===== src/rtl/retire_chk_pkg.sv =====
package retire_chk_pkg;

  typedef struct packed {
    logic latchRef;   // capture current retirement as reference
    logic observe;    // reference held, window open: compare retirements
    logic evalCheck;  // judge liveness this cycle
  } chkStrobe_t;

  typedef enum logic [1:0] {
    PH_IDLE   = 2'd0,
    PH_ARMED  = 2'd1,
    PH_CLOSED = 2'd2
  } chkPhase_e;

endpackage


===== src/rtl/retire_chk_ctrl.sv =====
module retire_chk_ctrl
  import retire_chk_pkg::*;
#(
  parameter int WINDOW     = 16,
  parameter bit AUTO_CHECK = 1'b1
) (
  input  logic       clk,
  input  logic       rst,
  input  logic       retValid,
  input  logic       trigger,
  input  logic       checkIn,
  output chkStrobe_t strobe,
  output logic       checkEff
);

  localparam int CNT_W = $clog2(WINDOW + 1);

  chkPhase_e phase, phaseNext;
  logic autoHit;

  generate
    if (AUTO_CHECK) begin : g_auto
      logic [CNT_W-1:0] winCnt;
      always_ff @(posedge clk) begin
        if (rst) begin
          winCnt <= '0;
        end else if (winCnt != CNT_W'(WINDOW)) begin
          winCnt <= winCnt + 1'b1;
        end
      end
      assign autoHit = (winCnt == CNT_W'(WINDOW - 1));
    end else begin : g_manual
      assign autoHit = 1'b0;
    end
  endgenerate

  assign checkEff = checkIn | autoHit;

  always_comb begin
    strobe    = '0;
    phaseNext = phase;
    case (phase)
      PH_IDLE: begin
        if (checkEff) begin
          phaseNext = PH_CLOSED;
        end else if (trigger && retValid) begin
          strobe.latchRef = 1'b1;
          phaseNext       = PH_ARMED;
        end
      end
      PH_ARMED: begin
        strobe.observe = 1'b1;
        if (checkEff) begin
          strobe.evalCheck = 1'b1;
          phaseNext        = PH_CLOSED;
        end
      end
      default: ;
    endcase
  end

  always_ff @(posedge clk) begin
    if (rst) phase <= PH_IDLE;
    else     phase <= phaseNext;
  end

endmodule


===== config.mk =====
export PLATFORM = sky130hd
export DESIGN_NAME = retire_chk_ctrl
export DESIGN_NICKNAME = d
export VERILOG_FILES = /design/src/rtl/retire_chk_pkg.sv /design/src/rtl/retire_chk_ctrl.sv
export SDC_FILE = /design/constraint.sdc
export NUM_CORES = 1
export LEC_CHECK = 0
export BUFFER_PORTS_ARGS = -buffer_cell sky130_fd_sc_hd__buf_2
export CAP_MARGIN = 20
export CORE_AREA = 2 2 39 41
export CTS_CLUSTER_DIAMETER = 60
export CTS_CLUSTER_SIZE = 28
export DETAILED_ROUTE_END_ITERATION = 8
export DIE_AREA = 0 0 41 43
export GPL_TIMING_DRIVEN = 1
export PLACE_DENSITY = 0.45
export SYNTH_ARGS = -nofsm -noshare
export SYNTH_HDL_FRONTEND = slang
export SYNTH_SLANG_ARGS = --single-unit

===== constraint.sdc =====
create_clock -name clk -period 1.5 [get_ports clk]
set_input_delay 0 -clock clk [delete_from_list [all_inputs] [get_ports clk]]
set_output_delay 0 -clock clk [all_outputs]
set_load 0.01 [all_outputs]

======== Yosys cells after proc, flatten, opt, wreduce, memory -nomap -nowiden ========
Cells that the tools add are included.
cells by class
  add/subtract/negate cells ............... 1
  equality and inequality tests ........... 5
  mux-type cells .......................... 9
  bitwise logic cells ..................... 1
  reduce and logical (&&, ||, !) cells .... 4
operators by type and width
  operator                                             count
  two-way mux 2 bit                                    4
  adder 5 x 1 -> 5 bit, second input constant          1
  equality test 5 x 4 -> 1 bit, second input constant  1
  != test 5 bit, second input constant                 1
  two-way mux 1 bit                                    4
  case mux 2 bit (2 select lines)                      1
  != test 3 bit, second input constant                 1
  AND reduction 3 bit                                  1
  equality test 2 x 1 -> 1 bit, second input constant  1
  logical NOT 2 bit                                    1
  != test 2 bit, second input constant                 1
  nonzero test 2 bit                                   1
  logical AND 1 bit                                    1
  OR 1 bit                                             1
word-level totals
  flip-flop bits (word level) ............. 7
  bits of input ports ..................... 5
  output and inout bits ................... 4
  word-level logic and storage cells ...... 22

======== Longest topological paths before layout ========
Gate-level depths: netlist (run 1).
  depth after elaboration ................. 4
  mapped depth ............................ 6

======== Worst setup path after synthesis (run 1) ========
Ideal clock, no wire load.
  path type ............................... register -> output
  start ................................... register g_auto.winCnt[0]
  end ..................................... output port strobe[2] (netlist name)
  arrival ................................. 1.596 ns
  slack ................................... -0.096 ns
  cell stages (with the launch flop) ...... 7
  cell sequence ........................... dfxtp_1 ha_1 and3_2 ha_1 nor2_1 inv_1 nor4_1
RTL lines
  what                    line                   source
  start, declared         retire_chk_ctrl.sv:23  logic [CNT_W-1:0] winCnt;
  start signal, assigned  retire_chk_ctrl.sv:28  winCnt <= winCnt + 1'b1;
  end, declared           retire_chk_ctrl.sv:12  output chkStrobe_t strobe,

==> summary by stage, run 1 <==
Run status
The flow ran to the end, and the final reports show no timing, DRC or antenna violations.

Power and ir drop
The static leakage is 0.236 nW. The highest ir drop seen on vdd is 348 uV. The switching portion of total power is 24.8%.

The share of total power dissipated in combinational logic is 15.9%. For this design the total switching power over the nets is 0.000111 W. The sequential fraction of design power is 46.7%.

The cell area power density is 811 nW/um2. Of the total power, the clock network draws 37.5%. The internal portion of the total power is 0.000338 W.

STA
The post-layout worst setup margin is 0.0236 ns. The final hold violation count is 0. The worst path in the final design needs a cycle of 1.48 ns, including I/O delays and setup. The number of pins with negative max-slew slack in the final report was 0. Setup violations remaining at the end of the flow were counted as 0. The maximum clock frequency is 677 MHz. Setup repair after global routing could not meet its margin everywhere. For the pin with the worst max-slew slack, the measured transition is 0.248 ns. Hold is met by 0.0206 ns.

In this run the tightest slew margin relative to its limit is 83.5%. After layout, the worst path uses 98.4% of the clock period. Clock skew on the completed layout was measured at 0.00169 ns.

Clock tree
The number of buffers on the longest clock path is 2. The clock root buffer master is sky130_fd_sc_hd__clkbuf_4. The hold-fix buffer count after cts is 0. In this run the number of H-tree levels came out at 1. After clock tree synthesis, the clock-pin slew on the worst setup and hold paths is 0.05 ns.

The number of buffers created by CTS is 3. CTS saw 7 sinks. TritonCTS built the clock tree.

The later pin in the worst-skew pair is clocked with a latency of 0.25 ns.

Logic synthesis
The synthesized netlist devotes 2.36% of its cell area to XOR and XNOR gates. By area the synthesized netlist is led by sky130_fd_sc_hd__dfxtp_1 (38%), sky130_fd_sc_hd__ha_1 (10%), sky130_fd_sc_hd__inv_1 (7.1%). The share of the yosys chip area belonging to registers is 37.7%. The fraction of synthesized area in multiplexers is 6.73%. The post-synthesis cell count is 41. The number of flops mapped to enable cells by yosys is 0. After synthesis, the largest area contributor takes up 37.7% of total cell area. The number of nets produced by synthesis is 49. Among all flip-flop cells after synthesis, the most frequent one is sky130_fd_sc_hd__dfxtp_1.

The number of distinct standard cells referenced by the synthesized netlist is 20. Of all flip-flops after synthesis, the portion carrying an async set or reset was 0%. For this run, the number of Yosys warnings is 0. The share of the synthesized area in compound gates (AO/OA/AOI/OAI) is 7.74%.

The area of the mapped netlist is 372 um2. Sorting the synthesized cells by how often they occur yields sky130_fd_sc_hd__dfxtp_1 (7), sky130_fd_sc_hd__inv_1 (7), sky130_fd_sc_hd__nor2_1 (4). The post-synthesis adder-cell area fraction is 10.1%. The synthesized netlist devotes 27.3% of its cell area to simple gates. The dominant combinational cell family by area after synthesis is simple AND/OR/NAND/NOR gates. In this run, synthesis produced a sequential element count of 7.

The synthesized design spends more area on one cell type than any other, namely sky130_fd_sc_hd__dfxtp_1. A synthesized cell averages 9.06 um2.

Critical path
Counting stages on the worst path, the most repeated cell is sky130_fd_sc_hd__ha_4. STA classifies the critical path startpoint as a flop. Traced cell by cell, the critical path runs through ha_4 -> and3_4 -> ha_4 -> nor2_4 -> buf_4 -> nor3_4 -> buf_2. For this run, the slowest stage of the critical path takes 0.35 ns.

The arrival time of the worst setup path is 1.48 ns. The flop-to-flop setup slack is 0.07 ns. Along the worst path, the maximum fanout reaches 2. The nature of the critical path endpoint is a primary output. The category of the critical setup timing path is flop to primary output. The standard cell with the maximum stage delay on the critical path is sky130_fd_sc_hd__dfxtp_2. Data on the critical path is required at its endpoint by 1.50 ns.

Detailed routing
For this run, design rule violations remaining after detail routing come to 0. The routed layout has 325 vias. The routed wirelength normalized by instance count is 10.7 um. After detailed routing, the number of vias per cell comes to 4.45. The starting DRC count in detailed routing is 1. Summed over all layers, the routed wires come to 783 um. The first detailed-routing pass ran for 3 iterations. The count of nets left with antenna violations once routing finished came out at 0.

Placed design
Prior to clock tree synthesis, the placed netlist has a worst setup slack of 0.0282 ns. The final weighted congestion in routability-driven placement is 0.614. Once detailed placement completed, the half-perimeter wirelength came to 517 um. Buffers placed on the I/O ports in this run total 8.

GRT
In the global route stage, met2 resource usage came out at 14.1%. The global-route layer with the greatest usage is met2. The number of global-route vias before repair is 300.

The number of antenna violations at the first check in global routing is 0. For this run, the total global-route usage over all layers was measured as 10.6%. Entering global routing, the biggest net connects 10 pins. The total overflow left after global routing is 0. The fraction of met3 tracks used by global routing is 3.14%. The first global-routing pass estimated 1210 um of wire. The met1 layer usage reported by global route is 13.7%.

Layout
The repair_antennas step left the layout with diodes totalling 0. From synthesis to final layout, the design area changed by 49.2%. The multi-input logic area is 255 um2. The filler cells instantiated in the layout total 152. The net count reported at finish is 66. The ratio of cells with drive above 1 in the final layout is 50.9%. The area taken by flip-flops and latches is 143 um2.

Floorplanning
From left edge to right edge, the die measures 41 um. During I/O placement, the number of pins put on the boundary was 9. The initial core utilization is 26.9%. The chip height is 43 um. The count of standard-cell rows is 14. The die covers 1760 um2. The core outline area is 1380 um2.

Run
Across the run, the number of max-cap violations was 0.

Hold path
The worst hold path belongs to the class input pin to flop.
-- state kept, by name (all words and copies together) (netlist names) --
signal and flops:
g_auto.winCnt 5, phase 2
-- logic make-up after synthesis --
logic type | count (synthesis)
xor+xnor | 1
buf+inv | 8
fa+ha+maj | 3
simple gates | 16
compound gates | 4
flops | 7
mux | 2
-- through the flow --
| step | utilization [%] | TNS [ns] | total power, W | area, um2 | std cells |
|---|---|---|---|---|---|
| after global placement | 33.7 | 0 | 0.000271 | 467 | 68 |
| final | 40.1 | 0 | 0.000450 | 554 | 73 |
| after floorplan | - | 0 | 0.000244 | 380 | 41 |
| after detailed placement | 33.7 | 0 | 0.000271 | 467 | 68 |
| after global routing | 40.1 | -0.107 | 0.000480 | 554 | 73 |
| after CTS | 38.4 | 0 | 0.000449 | 532 | 73 |
-- layout by cell type (no fill, tap or decap) --
cell,instances
sky130_fd_sc_hd__ha_1,1
sky130_fd_sc_hd__dfxtp_2,2
sky130_fd_sc_hd__and4bb_4,1
sky130_fd_sc_hd__clkbuf_1,1
sky130_fd_sc_hd__mux2_4,1
sky130_fd_sc_hd__nor2b_1,1
sky130_fd_sc_hd__o21ba_2,1
sky130_fd_sc_hd__nor2_1,3
sky130_fd_sc_hd__buf_2,7
sky130_fd_sc_hd__nor4_2,1
sky130_fd_sc_hd__nand3b_1,1
sky130_fd_sc_hd__ha_4,2
sky130_fd_sc_hd__nor3_4,1
sky130_fd_sc_hd__nor2_4,1
sky130_fd_sc_hd__a21oi_1,2
sky130_fd_sc_hd__buf_6,1
sky130_fd_sc_hd__nor3_1,1
sky130_fd_sc_hd__a221oi_1,1
sky130_fd_sc_hd__nor4_1,1
sky130_fd_sc_hd__nand2b_1,2
sky130_fd_sc_hd__inv_2,1
sky130_fd_sc_hd__mux2i_1,1
sky130_fd_sc_hd__buf_4,5
sky130_fd_sc_hd__dfxtp_1,5
sky130_fd_sc_hd__inv_1,6
sky130_fd_sc_hd__and4_2,1
sky130_fd_sc_hd__and3_4,1
sky130_fd_sc_hd__nand2_1,1
sky130_fd_sc_hd__clkbuf_4,3
sky130_fd_sc_hd__xnor2_1,1
-- area by class of cell --
cell class | instances | share of cell area, %
repair buffers | 13 | 15.1
flip-flops and latches | 7 | 25.7
inverters | 7 | 4.74
well taps | 16 | 3.61
multi-input cells | 26 | 46.0
clock buffers | 4 | 4.74
-- worst paths after layout --
kind | cells after the start | endpoint | from
worst max register to register | 7 | phase[0]$_SDFFE_PP0P_ | g_auto.winCnt[0]$_SDFFE_PP0P_
worst min register to register | 2 | g_auto.winCnt[3]$_SDFFE_PP0P_ | g_auto.winCnt[3]$_SDFFE_PP0P_
worst min-delay path | 2 | phase[1]$_SDFFE_PP0P_ | rst
worst max-delay path | 7 | strobe[0] | g_auto.winCnt[1]$_SDFFE_PP0P_
-- timing repair --
| item | 4_1_cts | 5_1_grt |
|---|---|---|
| setup endpoints to repair | 3 | 4 |
| gates resized for setup | 8 | 3 |
| setup buffers | 1 | 0 |
| pin swaps | 3 | 0 |
-- layer usage --
layer  vias to the layer above  wire [um]
met5                         -          0
met2                         3        408
li1                        171          -
met4                         0          0
met1                       151        347
met3                         0         27
-- power by group through the flow --
stage	combinational, W	sequential, W	clock, W
after global routing	0.0000798	0.000211	0.000189
after global placement	0.0000628	0.000209	0
after CTS	0.0000676	0.000206	0.000175
after detailed placement	0.0000630	0.000208	0
final	0.0000714	0.000210	0.000168
after floorplan	0.0000349	0.000209	0
-- critical path: cells and delay by family (launching register included) --
kind / cells / cell delay, ns
fa+ha+maj: 2 / 0.26
simple gates: 3 / 0.33
flops: 1 / 0.35
buf+inv: 2 / 0.29
Power figures use the tool's default switching activity.
==> inputs of run 2 (changes only) <==
--- a/config.mk
+++ b/config.mk
@@ -8,6 +8,7 @@
 export BUFFER_PORTS_ARGS = -buffer_cell sky130_fd_sc_hd__buf_2
 export CAP_MARGIN = 20
 export CORE_AREA = 2 2 39 41
+export CTS_BUF_LIST = sky130_fd_sc_hd__clkbuf_4 sky130_fd_sc_hd__clkbuf_8
 export CTS_CLUSTER_DIAMETER = 60
 export CTS_CLUSTER_SIZE = 28
 export DETAILED_ROUTE_END_ITERATION = 8
==> run 2 against run 1 <==
Clock power up 13%. Global-route usage is the same. Sequential power is essentially flat. Critical path depth unchanged. Fmax decreased by 0.24%. Hold slack hardly changed. Cell area rose by 0.68%. Critical path type unchanged. Sequential share of layout area is 0.17 points lower. Sequential cell count stayed put. Worst setup slack got worse by 0.0036 ns. Wire length rose by 1.1%. Largest power group unchanged. First-iteration DRC count is the same.
==> summary by stage, run 2 (same netlist as run 1, synthesis figures left out) <==
Critical path
The nature of the critical path endpoint is a primary output. The total buffers and inverters traversed by the critical path came to 2 (unchanged). The delay of the slowest cell on the worst path is 0.35 ns (about the same). The required time of the worst setup path is 1.50 ns (about the same). The maximum net fanout on the critical path is 2 (unchanged). The worst setup path is launched from a flop. The standard cell with the maximum stage delay on the critical path is sky130_fd_sc_hd__dfxtp_2. The category of the critical setup timing path is flop to primary output. The dominant cell type by count on the critical path is sky130_fd_sc_hd__ha_4.

The critical path goes through ha_4 -> and3_4 -> ha_4 -> nor2_4 -> buf_4 -> nor3_4 -> buf_2. The arrival time of the worst setup path is 1.48 ns (about the same). The cell family with the largest share of critical-path delay is flip-flops.

Floorplanning
The chip height is 43 um (unchanged). The area of the die is 1760 um2 (unchanged). The top-level port count was 9 (unchanged).

The count of standard-cell rows came to 14 (unchanged). The initial core utilization is 26.9% (unchanged). The core outline area is 1380 um2 (unchanged).

The die width is 41 um (unchanged).

Clock tree
The clock sink count was 7 (unchanged). TritonCTS built the clock tree. The clock latency at the later pin of the worst-skew pair is 0.25 ns (about the same).

The H-tree depth is 1 (unchanged). The number of buffers on the longest clock path is 2 (unchanged). The CTS clock-pin slew for the worst setup and hold paths is 0.05 ns (about the same). The number of buffers created by CTS is 3 (unchanged). The clock root buffer master is sky130_fd_sc_hd__clkbuf_4.

STA
The final setup TNS was 0 ns (unchanged). Setup repair after global routing could not meet its margin everywhere. The fraction of the cycle the final worst path needs is 98.7% (+0.24 points). The worst-case clock skew is 0.00438 ns (+0.00269 ns). The post-layout worst setup margin is 0.0200 ns (-0.00356 ns). The maximum clock frequency is 676 MHz (-0.24%).

The number of pins with negative max-slew slack in the final report is 0 (unchanged). The worst hold-check slack is 0.0207 ns (+0.000130 ns). The setup-violating endpoint count in the final report came to 0 (unchanged).

The post-layout minimum cycle time is 1.48 ns (+0.00356 ns). The final hold violation count is 0 (unchanged). The pin slew with the least headroom to its limit came to 0.248 ns (unchanged). The headroom to the max-slew limit is 83.5% (unchanged).

GRT
The remaining global-route overflow came to 0 (unchanged). The global-route wire length before repair is 1210 um (unchanged). The number of global-route vias before repair is 300 (unchanged). The global-route usage over all layers is 10.6% (unchanged). The number of antenna violations at the first check in global routing is 0 (unchanged). The pin count of the biggest net entering global routing was 10 (unchanged).

Hold path
The worst hold path belongs to the class input pin to flop.

Power and ir drop
The highest ir drop seen on vdd is 348 uV (about the same). The static leakage is 0.240 nW (+1.4%). The switching portion of total power is 24.2% (-0.60 points). The internal power summed over all cells is 0.000356 W (+5.4%). The clock share of power is 40.2% (+2.7 points). The switching power of the nets is 0.000114 W (+2.0%). The sequential fraction of design power was 44.6% (-2.1 points). The cell area power density is 842 nW/um2 (+3.8%). The combinational share of power is 15.2% (-0.7 points).

Layout
The summed area of non-filler cells in the final layout was 558 um2 (+0.68%). The total inserted antenna cells is 0 (unchanged). The largest registers in the layout are g_auto.winCnt (5), phase (2). Leaving out fill and tap cells, the most frequent cell in the layout is sky130_fd_sc_hd__buf_2. More flip-flops sit in one register than any other, and that register is g_auto.winCnt. The signed area change from the synthesized netlist to the final layout is 50.2%. The number of flip-flops under the largest register name is 5 (unchanged).

The library cells used most frequently in the layout, excluding fill and tap cells, are sky130_fd_sc_hd__buf_2 (7), sky130_fd_sc_hd__inv_1 (6), sky130_fd_sc_hd__dfxtp_1 (5), sky130_fd_sc_hd__buf_4 (5), sky130_fd_sc_hd__clkbuf_4 (4). The ratio of cells with drive above 1 in the final layout was 52.6% (+1.8 points). The net count reported at finish was 66 (unchanged).

Run status
The flow ran to the end, and the final reports show no timing, DRC or antenna violations.

Detailed routing
The routed wirelength normalized by instance count was 10.8 um (+1.1%). The wire length after detailed routing was 792 um (+1.1%). The via total after detailed routing came to 326 (+0.31%). The starting DRC count in detailed routing is 1 (unchanged). The iteration count of the initial detailed-routing pass was 3 (unchanged). The post-detailed-route via-to-cell ratio is 4.47 (+0.31%). The number of antenna-violating nets in the routed design is 0 (unchanged). The DRC violation count after routing is 0 (unchanged).

Placed design
The detailed placement HPWL is 517 um (unchanged). The final weighted congestion in routability-driven placement came to 0.614 (unchanged). The count of input and output buffers is 8 (unchanged). The placed instance area is 467 um2 (unchanged).

The pre-CTS worst setup slack was 0.0282 ns (unchanged).

Run
The reported max-cap violation count is 0 (unchanged).
run 2: repair_timing:
action                     CTS  global route
hold buffers                 0             0
setup endpoints to repair    3             4
pin swaps                    3             0
gates resized for setup      8             3
buffers inserted             1             0
run 2: worst reg2reg max path, cell delays in order, from the launching register on:
cell                       delay, ns
sky130_fd_sc_hd__dfxtp_2        0.33
sky130_fd_sc_hd__ha_4           0.15
sky130_fd_sc_hd__and3_4         0.18
sky130_fd_sc_hd__ha_4           0.15
sky130_fd_sc_hd__nor2_4         0.09
sky130_fd_sc_hd__inv_2          0.05
sky130_fd_sc_hd__buf_4          0.13
sky130_fd_sc_hd__a221oi_1       0.26
run 2: metal layers:
layer / vias to the layer above / track usage, % / wire length, um / part of all wire, %
li1: 171 / - / - / -
met1: 152 / 13.7 / 351 / 44
met2: 3 / 14.1 / 412 / 52
met3: 0 / 3.14 / 27 / 3.4
met4: 0 / 8.00 / 0 / 0
met5: - / 0 / 0 / 0
run 2: power by group through the flow:
stage / combinational (W) / sequential [W] / clock [W]
floorplan: 0.0000349 / 0.000209 / 0
global placement: 0.0000628 / 0.000209 / 0
detailed placement: 0.0000630 / 0.000208 / 0
CTS: 0.0000676 / 0.000206 / 0.000196
global route: 0.0000798 / 0.000211 / 0.000208
finish: 0.0000714 / 0.000210 / 0.000189
run 2: worst paths after layout:
| kind | start | to | slack [ns] | cells past startpoint |
|---|---|---|---|---|
| setup / recovery | g_auto.winCnt[1]$_SDFFE_PP0P_ | strobe[0] | 0.02 | 7 |
| hold / removal | rst | phase[1]$_SDFFE_PP0P_ | 0.02 | 2 |
| hold reg to reg | g_auto.winCnt[3]$_SDFFE_PP0P_ | g_auto.winCnt[3]$_SDFFE_PP0P_ | 0.51 | 2 |
| setup reg to reg | g_auto.winCnt[1]$_SDFFE_PP0P_ | phase[0]$_SDFFE_PP0P_ | 0.07 | 7 |
run 2: layout make-up:
| class | count | area (um2) |
|---|---|---|
| Sequential cell | 7 | 143 |
| Multi-Input combinational cell | 26 | 255 |
| Clock buffer | 4 | 30.0 |
| Tap cell | 16 | 20.0 |
| Fill cell | 154 | 826 |
| Inverter | 7 | 26.3 |
| Timing Repair Buffer | 13 | 83.8 |
run 2: per-stage QoR:
step                utilization [%]  power (W)  cells
finish                         40.3   0.000470     73
global route                   40.3   0.000498     73
CTS                            38.7   0.000470     73
detailed placement             33.7   0.000271     68
global placement               33.7   0.000271     68
floorplan                         -   0.000244     41
